[src/rtl/pinport_pkg.sv]
package pinport_pkg;
    // Register byte offsets
    localparam int OFS_DATA     = 'h00;
    localparam int OFS_DOUT     = 'h04;
    localparam int OFS_OE_SET   = 'h10;
    localparam int OFS_OE_CLR   = 'h14;
    localparam int OFS_IE_SET   = 'h20;
    localparam int OFS_IE_CLR   = 'h24;
    localparam int OFS_TYP_SET  = 'h28;
    localparam int OFS_TYP_CLR  = 'h2C;
    localparam int OFS_POL_SET  = 'h30;
    localparam int OFS_POL_CLR  = 'h34;
    localparam int OFS_STAT     = 'h38;

    // Trigger mode formed as {type, polarity}
    typedef enum logic [1:0] {
        TRIG_LOW  = 2'b00,
        TRIG_HIGH = 2'b01,
        TRIG_FALL = 2'b10,
        TRIG_RISE = 2'b11
    } trig_mode_e;
endpackage

[src/rtl/pinport_sync.sv]
module pinport_sync #(
    parameter int W = 16
) (
    input  logic         clk,
    input  logic         rst_n,
    input  logic [W-1:0] raw,
    output logic [W-1:0] cur,
    output logic [W-1:0] prev
);
    logic [W-1:0] meta;

    always_ff @(posedge clk or negedge rst_n) begin
        if (!rst_n) begin
            meta <= '0;
            cur  <= '0;
            prev <= '0;
        end else begin
            meta <= raw;
            cur  <= meta;
            prev <= cur;
        end
    end
endmodule

[src/rtl/pinport_detect.sv]
module pinport_detect
    import pinport_pkg::*;
#(
    parameter int W = 16
) (
    input  logic [W-1:0] cur,
    input  logic [W-1:0] prev,
    input  logic [W-1:0] kind,
    input  logic [W-1:0] pol,
    output logic [W-1:0] hit
);
    for (genvar g = 0; g < W; g++) begin : g_pin
        trig_mode_e mode;
        assign mode = trig_mode_e'({kind[g], pol[g]});

        always_comb begin
            unique case (mode)
                TRIG_LOW:  hit[g] = ~cur[g];
                TRIG_HIGH: hit[g] =  cur[g];
                TRIG_FALL: hit[g] = ~cur[g] &  prev[g];
                TRIG_RISE: hit[g] =  cur[g] & ~prev[g];
                default:   hit[g] = 1'b0;
            endcase
        end
    end
endmodule

[src/rtl/pinport_regs.sv]
module pinport_regs
    import pinport_pkg::*;
#(
    parameter int W  = 16,
    parameter int AW = 8,
    parameter int DW = 32
) (
    input  logic          clk,
    input  logic          rst_n,
    input  logic          bus_valid,
    input  logic          bus_write,
    input  logic [AW-1:0] bus_addr,
    input  logic [W-1:0]  wbits,
    output logic [DW-1:0] bus_rdata,
    input  logic [W-1:0]  pin_val,
    input  logic [W-1:0]  hit,
    output logic [W-1:0]  dout,
    output logic [W-1:0]  oe_vec,
    output logic [W-1:0]  ie_vec,
    output logic [W-1:0]  kind_vec,
    output logic [W-1:0]  pol_vec,
    output logic [W-1:0]  stat_vec
);
    localparam int NCFG = 4;
    localparam logic [AW-1:0] SET_OFS [NCFG] = '{AW'(OFS_OE_SET), AW'(OFS_IE_SET),
                                                 AW'(OFS_TYP_SET), AW'(OFS_POL_SET)};
    localparam logic [AW-1:0] CLR_OFS [NCFG] = '{AW'(OFS_OE_CLR), AW'(OFS_IE_CLR),
                                                 AW'(OFS_TYP_CLR), AW'(OFS_POL_CLR)};
    localparam logic [AW-1:0] A_DATA = AW'(OFS_DATA);
    localparam logic [AW-1:0] A_DOUT = AW'(OFS_DOUT);
    localparam logic [AW-1:0] A_STAT = AW'(OFS_STAT);

    logic         wr, rd;
    logic [W-1:0] cfg [NCFG];
    logic [W-1:0] clr_mask;
    logic [W-1:0] rmux;

    assign wr = bus_valid &  bus_write;
    assign rd = bus_valid & ~bus_write;

    // Set/clear configuration vectors
    for (genvar k = 0; k < NCFG; k++) begin : g_cfg
        logic [W-1:0] set_m, clr_m;
        assign set_m = (wr && bus_addr == SET_OFS[k]) ? wbits : '0;
        assign clr_m = (wr && bus_addr == CLR_OFS[k]) ? wbits : '0;
        always_ff @(posedge clk or negedge rst_n) begin
            if (!rst_n) cfg[k] <= '0;
            else        cfg[k] <= (cfg[k] | set_m) & ~clr_m;
        end
    end

    assign oe_vec   = cfg[0];
    assign ie_vec   = cfg[1];
    assign kind_vec = cfg[2];
    assign pol_vec  = cfg[3];

    // Output value
    always_ff @(posedge clk or negedge rst_n) begin
        if (!rst_n)
            dout <= '0;
        else if (wr && (bus_addr == A_DATA || bus_addr == A_DOUT))
            dout <= wbits;
    end

    // Sticky status, clear wins in its own cycle
    assign clr_mask = (wr && bus_addr == A_STAT) ? wbits : '0;

    always_ff @(posedge clk or negedge rst_n) begin
        if (!rst_n) stat_vec <= '0;
        else        stat_vec <= (stat_vec | (hit & ie_vec)) & ~clr_mask;
    end

    // Read mux
    always_comb begin
        rmux = '0;
        if (bus_addr == A_DATA) rmux = pin_val;
        if (bus_addr == A_DOUT) rmux = dout;
        if (bus_addr == A_STAT) rmux = stat_vec;
        for (int k = 0; k < NCFG; k++) begin
            if (bus_addr == SET_OFS[k] || bus_addr == CLR_OFS[k]) rmux = cfg[k];
        end
    end

    always_ff @(posedge clk or negedge rst_n) begin
        if (!rst_n)  bus_rdata <= '0;
        else if (rd) bus_rdata <= DW'(rmux);
        else         bus_rdata <= '0;
    end
endmodule

[src/rtl/pinport_ctrl.sv]
module pinport_ctrl #(
    parameter int PIN_W  = 16,
    parameter int ADDR_W = 8,
    parameter int DATA_W = 32
) (
    input  logic              clk,
    input  logic              rst_n,
    input  logic              bus_valid,
    input  logic              bus_write,
    input  logic [ADDR_W-1:0] bus_addr,
    input  logic [DATA_W-1:0] bus_wdata,
    output logic [DATA_W-1:0] bus_rdata,
    input  logic [PIN_W-1:0]  pad_in,
    output logic [PIN_W-1:0]  pad_out,
    output logic [PIN_W-1:0]  pad_oe,
    output logic              irq
);
    logic [PIN_W-1:0] pin_cur, pin_prev, hit;
    logic [PIN_W-1:0] oe_vec, ie_vec, kind_vec, pol_vec, stat_vec, dout;

    pinport_sync #(.W(PIN_W)) u_sync (
        .clk  (clk),
        .rst_n(rst_n),
        .raw  (pad_in),
        .cur  (pin_cur),
        .prev (pin_prev)
    );

    pinport_detect #(.W(PIN_W)) u_detect (
        .cur (pin_cur),
        .prev(pin_prev),
        .kind(kind_vec),
        .pol (pol_vec),
        .hit (hit)
    );

    pinport_regs #(.W(PIN_W), .AW(ADDR_W), .DW(DATA_W)) u_regs (
        .clk      (clk),
        .rst_n    (rst_n),
        .bus_valid(bus_valid),
        .bus_write(bus_write),
        .bus_addr (bus_addr),
        .wbits    (bus_wdata[PIN_W-1:0]),
        .bus_rdata(bus_rdata),
        .pin_val  (pin_cur),
        .hit      (hit),
        .dout     (dout),
        .oe_vec   (oe_vec),
        .ie_vec   (ie_vec),
        .kind_vec (kind_vec),
        .pol_vec  (pol_vec),
        .stat_vec (stat_vec)
    );

    assign pad_out = dout;
    assign pad_oe  = oe_vec;

    always_ff @(posedge clk or negedge rst_n) begin
        if (!rst_n) irq <= 1'b0;
        else        irq <= |stat_vec;
    end
endmodule

[config.mk]
export PLATFORM = sky130hd
export DESIGN_NAME = pinport_ctrl
export DESIGN_NICKNAME = d
export VERILOG_FILES = /design/src/rtl/pinport_pkg.sv /design/src/rtl/pinport_sync.sv /design/src/rtl/pinport_detect.sv /design/src/rtl/pinport_regs.sv /design/src/rtl/pinport_ctrl.sv
export SDC_FILE = /design/constraint.sdc
export NUM_CORES = 1
export LEC_CHECK = 0
export BUFFER_PORTS_ARGS = -buffer_cell sky130_fd_sc_hd__clkbuf_2
export CAP_MARGIN = 15
export CORE_MARGIN = 3
export CORE_UTILIZATION = 30
export DETAILED_ROUTE_END_ITERATION = 7
export PLACE_DENSITY = 0.57
export SYNTH_ARGS = -nofsm -noshare
export SYNTH_HDL_FRONTEND = slang
export SYNTH_SLANG_ARGS = --single-unit
[constraint.sdc]
create_clock -name clk -period 1.1 [get_ports clk]
set_input_delay 0.22 -clock clk [delete_from_list [all_inputs] [get_ports clk]]
set_output_delay 0.22 -clock clk [all_outputs]
set_load 0.02 [all_outputs]
======== Word level (Yosys, flattened, before mapping) ========
Cells that the tools add are included.
cells by class
  $mul .................................... 0
  muxes and demuxes ....................... 33
  divide/modulo/power cells ............... 0
  order comparisons ....................... 0
  eq/ne operators ......................... 58
  $add $sub $neg .......................... 0
  reduce and logical (&&, ||, !) cells .... 33
  shift operators ......................... 0
  bitwise logic cells ..................... 83
operator list
  kind                  number
  $mux W16              17
  $and A16 B16 Y16      6
  $not A16 Y16          5
  $or A16 B16 Y16       5
  $eq A2 B2 Y1 const B  32
  $pmux W1 S4           16
  $eq A8 B6 Y1 const B  7
  $and A1 B1 Y1         34
  $not A1 Y1            33
  $eq A2 B1 Y1 const B  16
  $logic_not A2 Y1      16
  $eq A8 B5 Y1 const B  2
  $reduce_or A16 Y1     1
  $logic_and A1 B1 Y1   10
  $eq A8 B3 Y1 const B  1
  $logic_not A8 Y1      1
  $logic_or A1 B1 Y1    5
word-level totals
  bits of input ports ..................... 60
  memory bits (read-only) ................. 0
  output and inout port bits .............. 65
  bits in registers ....................... 161
  bits in latches ......................... 0
  word-level logic and storage cells ...... 218
  bits in writable memories ............... 0
  memories ................................ 0

======== Logic depth before layout (Yosys ltp) ========
Gate-level depths: netlist of the first run.
  depth in word-level cells ............... 9
  gate-level depth with buffers ........... 6

======== Cells and area by module ========
Synthesis of the first run repeated with hierarchy kept, for this count alone.
unflattened totals
  cell total of the unflattened synthesis .. 670
  area, all modules ....................... 7,288.2 µm²
by module, submodules not included
  module          sequential area each (µm²)  times used  area each (µm²)  cells each
  pinport_regs    2,802.7                     1           5,610.4          552
  pinport_sync    1,201.2                     1           1,201.2          48
  pinport_detect  0.0                         1           420.4            64
  pinport_ctrl    25.0                        1           56.3             6

======== Worst setup path before layout of the first run ========
Ideal clock, no wire load.
  path kind ............................... input to register
  start ................................... input bus_addr[3]
  end ..................................... register u_regs.bus_rdata[10]
  library setup time ...................... 0.080 ns
  setup slack ............................. -0.650 ns
  cell stages on the path ................. 6
  path buffers ............................ 2
  arrival ................................. 1.669 ns
  cell sequence ........................... or3_4 -> or4_1 -> buf_2 -> buf_6 -> o221a_1 -> nor3_2
on the way
  longest elaborated chain between the ends .. 9
ends and longest elaborated chain
  element                line                source
  start, declared        pinport_ctrl.sv:10  input logic [ADDR_W-1:0] bus_addr,
  $logic_not A8 Y1       pinport_regs.sv:76  if (bus_addr == A_DATA) rmux = pin_val;
  $mux W16               pinport_regs.sv:76
  $mux W16               pinport_regs.sv:77  if (bus_addr == A_DOUT) rmux = dout;
  $mux W16               pinport_regs.sv:78  if (bus_addr == A_STAT) rmux = stat_vec;
  $mux W16 (3 in a row)  pinport_regs.sv:80  if (bus_addr == SET_OFS[k] || bus_addr == CLR_OFS[k]) rmux = cfg[k];
  $mux W16 (*)           pinport_regs.sv:80
  $mux W16 (*)           pinport_regs.sv:86  else if (rd) bus_rdata <= DW'(rmux);
  end signal, assigned   pinport_regs.sv:86
  end, declared          pinport_regs.sv:14  output logic [DW-1:0] bus_rdata,
Every way passes the cells marked *; elsewhere a longest branch is shown, timed or not.
A chain may end at the register's enable or synchronous reset.

======== Final worst setup path of the first run ========
  start ................................... input bus_addr[1]
  end ..................................... register u_regs.bus_rdata[2]
The elaborated chain is that of the path after synthesis.

==> impl_metrics.csv, run 1 <==
group,metric,value,unit
setup_path,cp-end-kind,"register",
setup_path,worst-r2r-setup-slack,-0.30,ns
setup_path,worstReg2RegStart,"u_regs.ie_vec[3]",
finish,utilization,46.3,%
timing,rsz0062_at_grt,"yes",
setup_path,crit_fanout,4,
timing,timing.fmax,683,MHz
timing,post-route-period-util,133,%
timing,setup_ws,-0.363,ns
die,io_pins,125,
die,die_h,163,um
routing,routed_wl,23000,um
yosys,syn_area,7370,um^2
finish,nNetsFinal,982,
clocking,clkSinkCount,161,
yosys,yosys_register_bits,161,
timing,drv_slew,0,
clocking,clk_latency,0.43,ns
timing,hold_viol,0,
routing,via_per_inst,4.95,
power_and_ir_drop,power_density,1310,nW/um^2
yosys,async_reset_ff_share,100,%
clocking,path_clk_slew,0.06,ns
placed_design,place.gp.congestion,0.789,
finish,layout_common_cells,"161 x dfrtp_1, 110 x buf_4, 67 x a21oi_1",
clocking,cts-root-buf,"clkbuf_16",
finish,layout-drive-gt1-share,41.9,%
timing,fin_setup_tns,-20.56,ns
clocking,htreeDepth,4,
clocking,cts-buffers-inserted,17,
worst_hold_path,min_to,"u_regs.ie_vec[15]",
yosys,ys_warn_count,0,
routing,route.detailed.drc,0,
setup_path,path_cells,"buf_6 > or3_4 > or4_4 > buf_12 > o221a_4 > nor3_4",
placed_design,place_hpwl,15900,um
routing,wire_per_inst,18.3,um
yosys,seq_area_frac_synth,54.6,%
timing,fin_crit,1.46,ns
yosys,synth_edf_count,0,
setup_path,critPathMaxStageDelay,0.58,ns
die,rows,56,
die,die_x,163,um
routing,dr.pass1.iters,5,
global_routing,grt_max_degree,44,
worst_hold_path,hp-class,"in2reg",
setup_path,path_class,"in2reg",
finish,final_common_cell,"dfrtp_1",
yosys,ys_types,42,
power_and_ir_drop,power_leakage,5.32,nW
power_and_ir_drop,peakVddDrop,1.03,mV
status,status,"finished with violations",
setup_path,r2r-end,"u_regs.bus_rdata[3]",
global_routing,grt_use_total,17.8,%
setup_path,arrival,1.81,ns
worst_hold_path,min_from,"bus_wdata[15]",
worst_hold_path,hold_depth,2,
finish,fill_cells,2215,
global_routing,overflow,0,
job,maxCapViolCount,0,
yosys,postSynthCellCount,692,
timing,final.setup_skew,0.00850,ns
routing,vias,6214,
clocking,cts_tree,"done",
clocking,cts_max_path_buffers,2,
setup_path,critPathLaunchType,"primary input",
status,violations,"negative setup slack",
yosys,avgSynthCellArea,10.7,um^2
finish,synthToLayoutAreaGrowth,49.5,%
die,coreArea,23800,um^2
routing,drt_iter0_drc,429,
global_routing,grt_pass1_wl,36300,um
timing,finalSetupViolations,160,
setup_path,worstRegToRegCells,4,
die,dieArea,26500,um^2
placed_design,portBuffers,92,
die,start_util,31.0,%
setup_path,cp_slowest_cell,"or4_4",
routing,antenna_left,0,
global_routing,grt_pass1_vias,6459,
yosys,synth_top_flop_cell,"dfrtp_1",
setup_path,cp_data_required_time,1.45,ns
global_routing,antenna_found_initial,1,
[through the flow]
step                      hold WS, ns  total power [mW]  cells  cell area [um^2]  setup WS [ns]
after floorplan               -0.0756              6.97    707              7630         -0.638
after global placement         0.0780              7.61   1172              9170         -0.827
after detailed placement       0.0759              7.63   1172              9170         -0.876
after CTS                      0.0756              14.5   1250             10800         -0.397
after global routing            0.116              15.0   1255             11000         -0.366
final                           0.101              14.4   1255             11000         -0.363
[Yosys cell counts (all sizes together), types with 2 or more instances]
master	n	area share [%]
nand2	50	2.5
nor2	4	0.20
nor3	34	3.3
o221ai	15	1.8
a32oi	15	1.8
a21oi	81	5.5
nor2b	32	2.7
inv	48	2.4
a211oi	15	1.5
o21ai	33	2.2
mux2	18	2.7
mux2i	32	4.3
buf	34	3.1
o221a	15	2.3
dfrtp	161	55
and3	15	1.3
nor4	8	0.97
or2	15	1.3
nand4	3	0.34
or4b	2	0.27
clkbuf	35	1.8
a22oi	16	1.6
[worst max path at each step]
stage / start / endpoint
floorplan: bus_addr[0] / u_regs.bus_rdata[10]
global placement: bus_addr[0] / u_regs.bus_rdata[1]
detailed placement: bus_addr[0] / u_regs.bus_rdata[1]
CTS: bus_addr[3] / u_regs.bus_rdata[12]
global route: bus_addr[1] / u_regs.bus_rdata[12]
finish: bus_addr[1] / u_regs.bus_rdata[2]
[layout make-up]
type	instances	area, um^2	share of cell area (%)
multi-input combinational	429	3180	28.8
clock buffer	20	447	4.05
clock inverter	12	203	1.84
tap	319	399	3.62
inverter	48	180	1.63
antenna	1	2.50	0.0227
timing repair buffer	265	2580	23.4
sequential	161	4030	36.5
[critical path, delay by kind of cell]
kind	cells	cell delay, ns
AOI/OAI and AO/OA	1	0.24
buffers and inverters	2	0.27
and+or+nand+nor	3	1.08
[kinds of logic (layout without fill, tap and decap cells)]
family / count (synthesis) / after routing / synth area share, %
other: 1 / 17 / 0.0509
AOI/OAI and AO/OA: 191 / 191 / 16.9
buffers and inverters: 117 / 345 / 7.28
and+or+nand+nor: 172 / 172 / 14.1
muxes: 50 / 50 / 7.09
DFF: 161 / 161 / 54.6
[timing repair]
| item | 4_1_cts | 5_1_grt |
|---|---|---|
| pin swaps | 25 | 9 |
| cloned | 1 | 0 |
| buffers inserted | 29 | 4 |
| hold buffers | 17 | 0 |
| setup endpoints to repair | 162 | 162 |
| endpoints found under the hold margin | 177 | 0 |
| gates resized for setup | 116 | 99 |
[where the power goes]
part | switching [mW] | total, mW | internal, mW
Clock | 2.51 | 6.62 | 4.11
Sequential | 0.127 | 6.25 | 6.12
Combinational | 0.825 | 1.55 | 0.729
Total | 3.46 | 14.4 | 11.0
[state kept, by name, summed over array words and instances, names as in the netlist]
name,flops
u_regs.bus_rdata,16
u_regs.dout,16
u_regs.ie_vec,16
u_regs.kind_vec,16
u_regs.oe_vec,16
u_regs.pol_vec,16
u_regs.stat_vec,16
u_sync.cur,16
u_sync.meta,16
u_sync.prev,16
irq,1
[routing by layer]
metal	wire [um]	track usage, %
met2	10900	28.2
met5	0	0
met4	758	7.96
met3	1120	3.18
met1	10200	23.7
Power figures use the tool's default switching activity.
==> run 2: changes to the inputs <==
--- a/config.mk
+++ b/config.mk
@@ -14,3 +14,4 @@
 export SYNTH_ARGS = -nofsm -noshare
 export SYNTH_HDL_FRONTEND = slang
 export SYNTH_SLANG_ARGS = --single-unit
+export TNS_END_PERCENT = 20
==> impl_metrics.csv, run 2 (synthesized netlist as in run 1, its figures left out) <==
group,metric,value,unit
finish,num_antenna_cells,0,
routing,route.detailed.drc,0,
timing,post-route-period-util,124,%
timing,drv_slew,0,
finish,nNetsFinal,969,
routing,routed_wl,23000,um
job,maxCapViolCount,0,
routing,drt_iter0_drc,446,
die,start_util,31.0,%
global_routing,grt_pass1_vias,6075,
timing,fin_crit,1.36,ns
timing,finalSetupViolations,157,
timing,rsz0062_at_grt,"yes",
timing,timing.fmax,734,MHz
power_and_ir_drop,p_total,13.6,mW
power_and_ir_drop,power_leakage,5.15,nW
die,dieArea,26500,um^2
die,rows,56,
finish,utilization,44.4,%
routing,dr.pass1.iters,5,
status,violations,"negative setup slack",
global_routing,grt_pass1_wl,35000,um
global_routing,grt.busiest_layer,"met2",
power_and_ir_drop,power_density,1280,nW/um^2
timing,final.setup_skew,0.00914,ns
worst_hold_path,hp-class,"in2reg",
die,die_h,163,um
global_routing,antenna_found_initial,0,
setup_path,arrival,1.67,ns
routing,antenna_left,0,
die,die_x,163,um
status,status,"finished with violations",
global_routing,grt_use_total,17.3,%
routing,wire_per_inst,18.5,um
clocking,clk_latency,0.43,ns
global_routing,grt_max_degree,52,
power_and_ir_drop,peakVddDrop,0.843,mV
timing,hold_viol,0,
clocking,clkSinkCount,161,
timing,setup_ws,-0.263,ns
clocking,cts_max_path_buffers,2,
finish,layout_common_cells,"159 x dfrtp_1, 107 x buf_4, 64 x a21oi_1",
setup_path,critPathMaxStageDelay,0.38,ns
routing,via_per_inst,4.92,
global_routing,grtUsageMet3,3.64,%
setup_path,cp_data_required_time,1.41,ns
die,coreArea,23800,um^2
setup_path,path_cells,"or2_2 > a32oi_2 > and3_1 > nor3_2",
setup_path,critPathLaunchType,"register",
finish,final_common_cell,"dfrtp_1",
placed_design,place_hpwl,15800,um
global_routing,use_met1,23.0,%
setup_path,crit_fanout,2,
placed_design,portBuffers,92,
routing,vias,6111,
setup_path,cp_slowest_cell,"dfrtp_1",
finish,synthToLayoutAreaGrowth,43.6,%
global_routing,overflow,0,
clocking,cts_tree,"done",
die,io_pins,125,
global_routing,met2_usage,28.6,%
placed_design,place.gp.congestion,0.856,
finish,layout-drive-gt1-share,41.4,%
clocking,path_clk_slew,0.07,ns
placed_design,pre_cts_ws,-0.755,ns
clocking,cts-buffers-inserted,17,
setup_path,cp-end-kind,"register",
clocking,cts-root-buf,"clkbuf_16",
clocking,htreeDepth,4,
setup_path,path_class,"reg2reg",
run 2: final cells by class:
| cell class | instances | area (um^2) |
|---|---|---|
| fillers | 2261 | 13200 |
| well taps | 319 | 399 |
| repair buffers | 251 | 2130 |
| multi-input cells | 430 | 3280 |
| clock buffers | 19 | 443 |
| flip-flops and latches | 161 | 4030 |
| clock inverters | 13 | 128 |
| inverters | 48 | 180 |
run 2: routing by layer:
| metal | vias to the layer above | wire [um] | share of wire, % |
|---|---|---|---|
| li1 | 2880 | - | - |
| met1 | 3038 | 10300 | 45 |
| met2 | 167 | 11400 | 49 |
| met3 | 26 | 1040 | 4.5 |
| met4 | 0 | 339 | 1.5 |
| met5 | - | 0 | 0 |
run 2: power by group:
| part | leakage, nW | switching (mW) | total (mW) | internal, mW |
|---|---|---|---|---|
| Clock | 0.271 | 2.60 | 5.81 | 3.21 |
| Combinational | 3.00 | 0.827 | 1.50 | 0.677 |
| Sequential | 1.88 | 0.136 | 6.26 | 6.12 |
| Total | 5.15 | 3.56 | 13.6 | 10.0 |
run 2: final timing paths:
path / start / endpoint / slack (ns) / cells past startpoint
max in group asynchronous: rst_n / u_regs.oe_vec[4] / 0.40 / 3
min in group asynchronous: rst_n / u_sync.cur[10] / 0.33 / 3
setup reg to reg: u_regs.ie_vec[2] / u_regs.bus_rdata[2] / -0.26 / 4
hold / removal: bus_wdata[4] / u_regs.ie_vec[4] / 0.09 / 2
hold reg to reg: u_sync.meta[15] / u_sync.cur[15] / 0.35 / 0
setup / recovery: u_regs.ie_vec[2] / u_regs.bus_rdata[2] / -0.26 / 4
run 2: worst max-delay path, delay by kind of cell, from the launching register on:
family | cells | cell delay (ns)
AND/OR/NAND/NOR | 3 | 0.58
flip-flops | 1 | 0.38
AO/OA/AOI/OAI | 1 | 0.29
run 2: per-stage QoR:
stage | TNS (ns) | area (um^2) | hold slack (ns) | cells
detailed placement | -71.68 | 9050 | 0.237 | 1177
global route | -23.69 | 10600 | 0.0987 | 1241
floorplan | -50.63 | 7500 | -0.0756 | 707
finish | -17.22 | 10600 | 0.0854 | 1241
global placement | -69.30 | 9050 | 0.237 | 1177
CTS | -19.94 | 10200 | 0.0650 | 1234
run 2: what timing repair did:
action                                  in CTS  in global routing
hold buffers                                17                  0
pin swaps                                   28                 34
hold endpoints to repair                   177                  0
buffers inserted                             8                  7
gates cloned                                 1                  0
resized for setup                           75                114
endpoints found under the setup margin     162                162
==> run 3: changes to the inputs <==
--- a/config.mk
+++ b/config.mk
@@ -8,9 +8,9 @@
 export BUFFER_PORTS_ARGS = -buffer_cell sky130_fd_sc_hd__clkbuf_2
 export CAP_MARGIN = 15
 export CORE_MARGIN = 3
-export CORE_UTILIZATION = 30
+export CORE_UTILIZATION = 51
 export DETAILED_ROUTE_END_ITERATION = 7
-export PLACE_DENSITY = 0.57
+export PLACE_DENSITY = 0.83
 export SYNTH_ARGS = -nofsm -noshare
 export SYNTH_HDL_FRONTEND = slang
 export SYNTH_SLANG_ARGS = --single-unit
==> impl_metrics.csv, run 3 (synthesized netlist as in run 1, its figures left out) <==
group,metric,value,unit
clocking,cts-root-buf,"clkbuf_16",
placed_design,place_hpwl,14200,um
clocking,path_clk_slew,0.07,ns
timing,hold_viol,0,
timing,fin_crit,1.54,ns
setup_path,cp-end-kind,"register",
power_and_ir_drop,peakVddDrop,1.21,mV
setup_path,cp_data_required_time,1.44,ns
status,violations,"negative setup slack",
setup_path,crit_fanout,7,
routing,via_per_inst,6.49,
job,maxCapViolCount,0,
clocking,clk_latency,0.44,ns
clocking,cts_max_path_buffers,2,
finish,layout_common_cells,"159 x dfrtp_1, 96 x buf_4, 69 x a21oi_1",
timing,finalSetupViolations,160,
setup_path,worst-r2r-setup-slack,-0.34,ns
finish,num_antenna_cells,0,
setup_path,critPathTopFamily,"simple AND/OR/NAND/NOR gates",
routing,vias,7097,
setup_path,critPathBufInv,2,
routing,wire_per_inst,23.8,um
placed_design,portBuffers,92,
global_routing,overflow,0,
global_routing,grt_max_degree,36,
die,rows,43,
placed_design,place.gp.congestion,0.878,
power_and_ir_drop,power_density,1370,nW/um^2
routing,route.detailed.drc,0,
setup_path,path_cells,"clkbuf_16 > or4b_4 > nor3_4 > buf_6 > nand2_1 > mux2i_1",
timing,drv_slew,0,
clocking,clkSinkCount,161,
timing,post-route-period-util,140,%
setup_path,cp_slowest_cell,"or4b_4",
global_routing,grt_pass1_vias,6760,
die,die_h,126,um
setup_path,worstReg2RegStart,"u_regs.ie_vec[9]",
setup_path,worstRegToRegCells,4,
finish,layout-drive-gt1-share,42.2,%
setup_path,arrival,1.89,ns
die,die_x,126,um
worst_hold_path,hold_depth,2,
routing,drt_iter0_drc,1480,
timing,timing.fmax,648,MHz
die,io_pins,125,
finish,final_common_cell,"dfrtp_1",
clocking,cts-buffers-inserted,17,
setup_path,r2r-end,"u_regs.bus_rdata[9]",
die,coreArea,14000,um^2
status,status,"finished with violations",
finish,stdcell_area,10500,um^2
setup_path,path_class,"in2reg",
worst_hold_path,min_from,"bus_wdata[4]",
global_routing,grt_use_total,28.9,%
placed_design,dpl-instance-area,8790,um^2
global_routing,grt_pass1_wl,36000,um
worst_hold_path,min_to,"u_regs.pol_vec[4]",
global_routing,antenna_found_initial,0,
routing,routed_wl,26000,um
finish,nNetsFinal,960,
die,start_util,52.7,%
worst_hold_path,hp-class,"in2reg",
timing,final.setup_skew,0.0129,ns
power_and_ir_drop,power_leakage,5.18,nW
timing,setup_ws,-0.444,ns
timing,rsz0062_at_grt,"yes",
setup_path,critPathMaxStageDelay,0.60,ns
clocking,cts_tree,"done",
die,dieArea,15900,um^2
setup_path,worstSetupPathDepth,6,
routing,dr.pass1.iters,8,
finish,utilization,75.4,%
finish,synthToLayoutAreaGrowth,43.0,%
setup_path,critPathLaunchType,"primary input",
routing,antenna_left,0,
clocking,htreeDepth,4,
run 3: changes by cell type in the layout (fill, tap and decap cells not counted), moves of 6 or more:
cell     before  now
a21oi_2      16   10
buf_4       107   96
nand2_1      49   35
nand2_2       1   11
o21ai_0      32   26
o21ai_1       0    6
or2_2        12    6
or2_4         3    9
run 3: area by class of cell:
type	count	area, um^2
sequential	161	4030
fill	801	3440
multi-input combinational	430	3390
timing repair buffer	242	2070
clock buffer	23	468
tap	180	225
inverter	48	180
clock inverter	9	179
run 3: routing by layer:
layer | track usage [%] | routed length [um] | up-vias | part of all wire [%]
met5 | 0 | 0 | - | 0
met4 | 15.0 | 1790 | 0 | 6.9
met3 | 6.79 | 3090 | 189 | 12
met2 | 45.3 | 11700 | 646 | 45
met1 | 37.5 | 9370 | 3397 | 36
li1 | - | - | 2865 | -
run 3: worst reg2reg max path: cells and delay by family, from the launching register on:
family / cells / cell delay (ns)
flip-flops: 1 / 0.40
AND/OR/NAND/NOR: 2 / 0.36
AO/OA/AOI/OAI: 2 / 0.57
run 3: worst max path at each step:
stage | slack [ns] | end | from
2_1_floorplan | -0.64 | u_regs.bus_rdata[10] | bus_addr[0]
3_5_place_dp | -0.75 | u_regs.bus_rdata[15] | bus_addr[1]
4_1_cts | -0.27 | u_regs.bus_rdata[13] | bus_addr[0]
3_3_place_gp | -0.72 | u_regs.bus_rdata[0] | bus_addr[1]
6_report | -0.44 | u_regs.kind_vec[9] | bus_addr[6]
5_1_grt | -0.42 | u_regs.kind_vec[9] | bus_addr[6]
run 3: report_power, final:
group / total [mW] / switching (mW) / leakage (nW) / internal, mW
clock network: 6.58 / 2.42 / 0.308 / 4.15
registers: 6.28 / 0.156 / 1.88 / 6.12
logic: 1.58 / 0.896 / 2.99 / 0.683
total: 14.4 / 3.48 / 5.18 / 11.0
run 3: repair_timing:
action,in CTS,in global routing
gates cloned,2,2
resized for setup,71,153
pin swaps,34,33
hold buffers,17,0
buffers inserted,5,8
endpoints found under the setup margin,161,159
hold endpoints to repair,177,0
run 3: stage by stage:
| step | cells | setup TNS, ns | hold slack (ns) | setup slack (ns) | power (mW) |
|---|---|---|---|---|---|
| 3_5_place_dp | 1027 | -67.99 | 0.0990 | -0.747 | 7.57 |
| 4_1_cts | 1083 | -20.23 | 0.0642 | -0.271 | 14.2 |
| 2_1_floorplan | 707 | -50.63 | -0.0756 | -0.638 | 6.95 |
| 3_3_place_gp | 1027 | -64.60 | 0.0969 | -0.720 | 7.53 |
| 6_report | 1093 | -31.39 | 0.0787 | -0.444 | 14.4 |
| 5_1_grt | 1093 | -33.60 | 0.0870 | -0.423 | 14.8 |
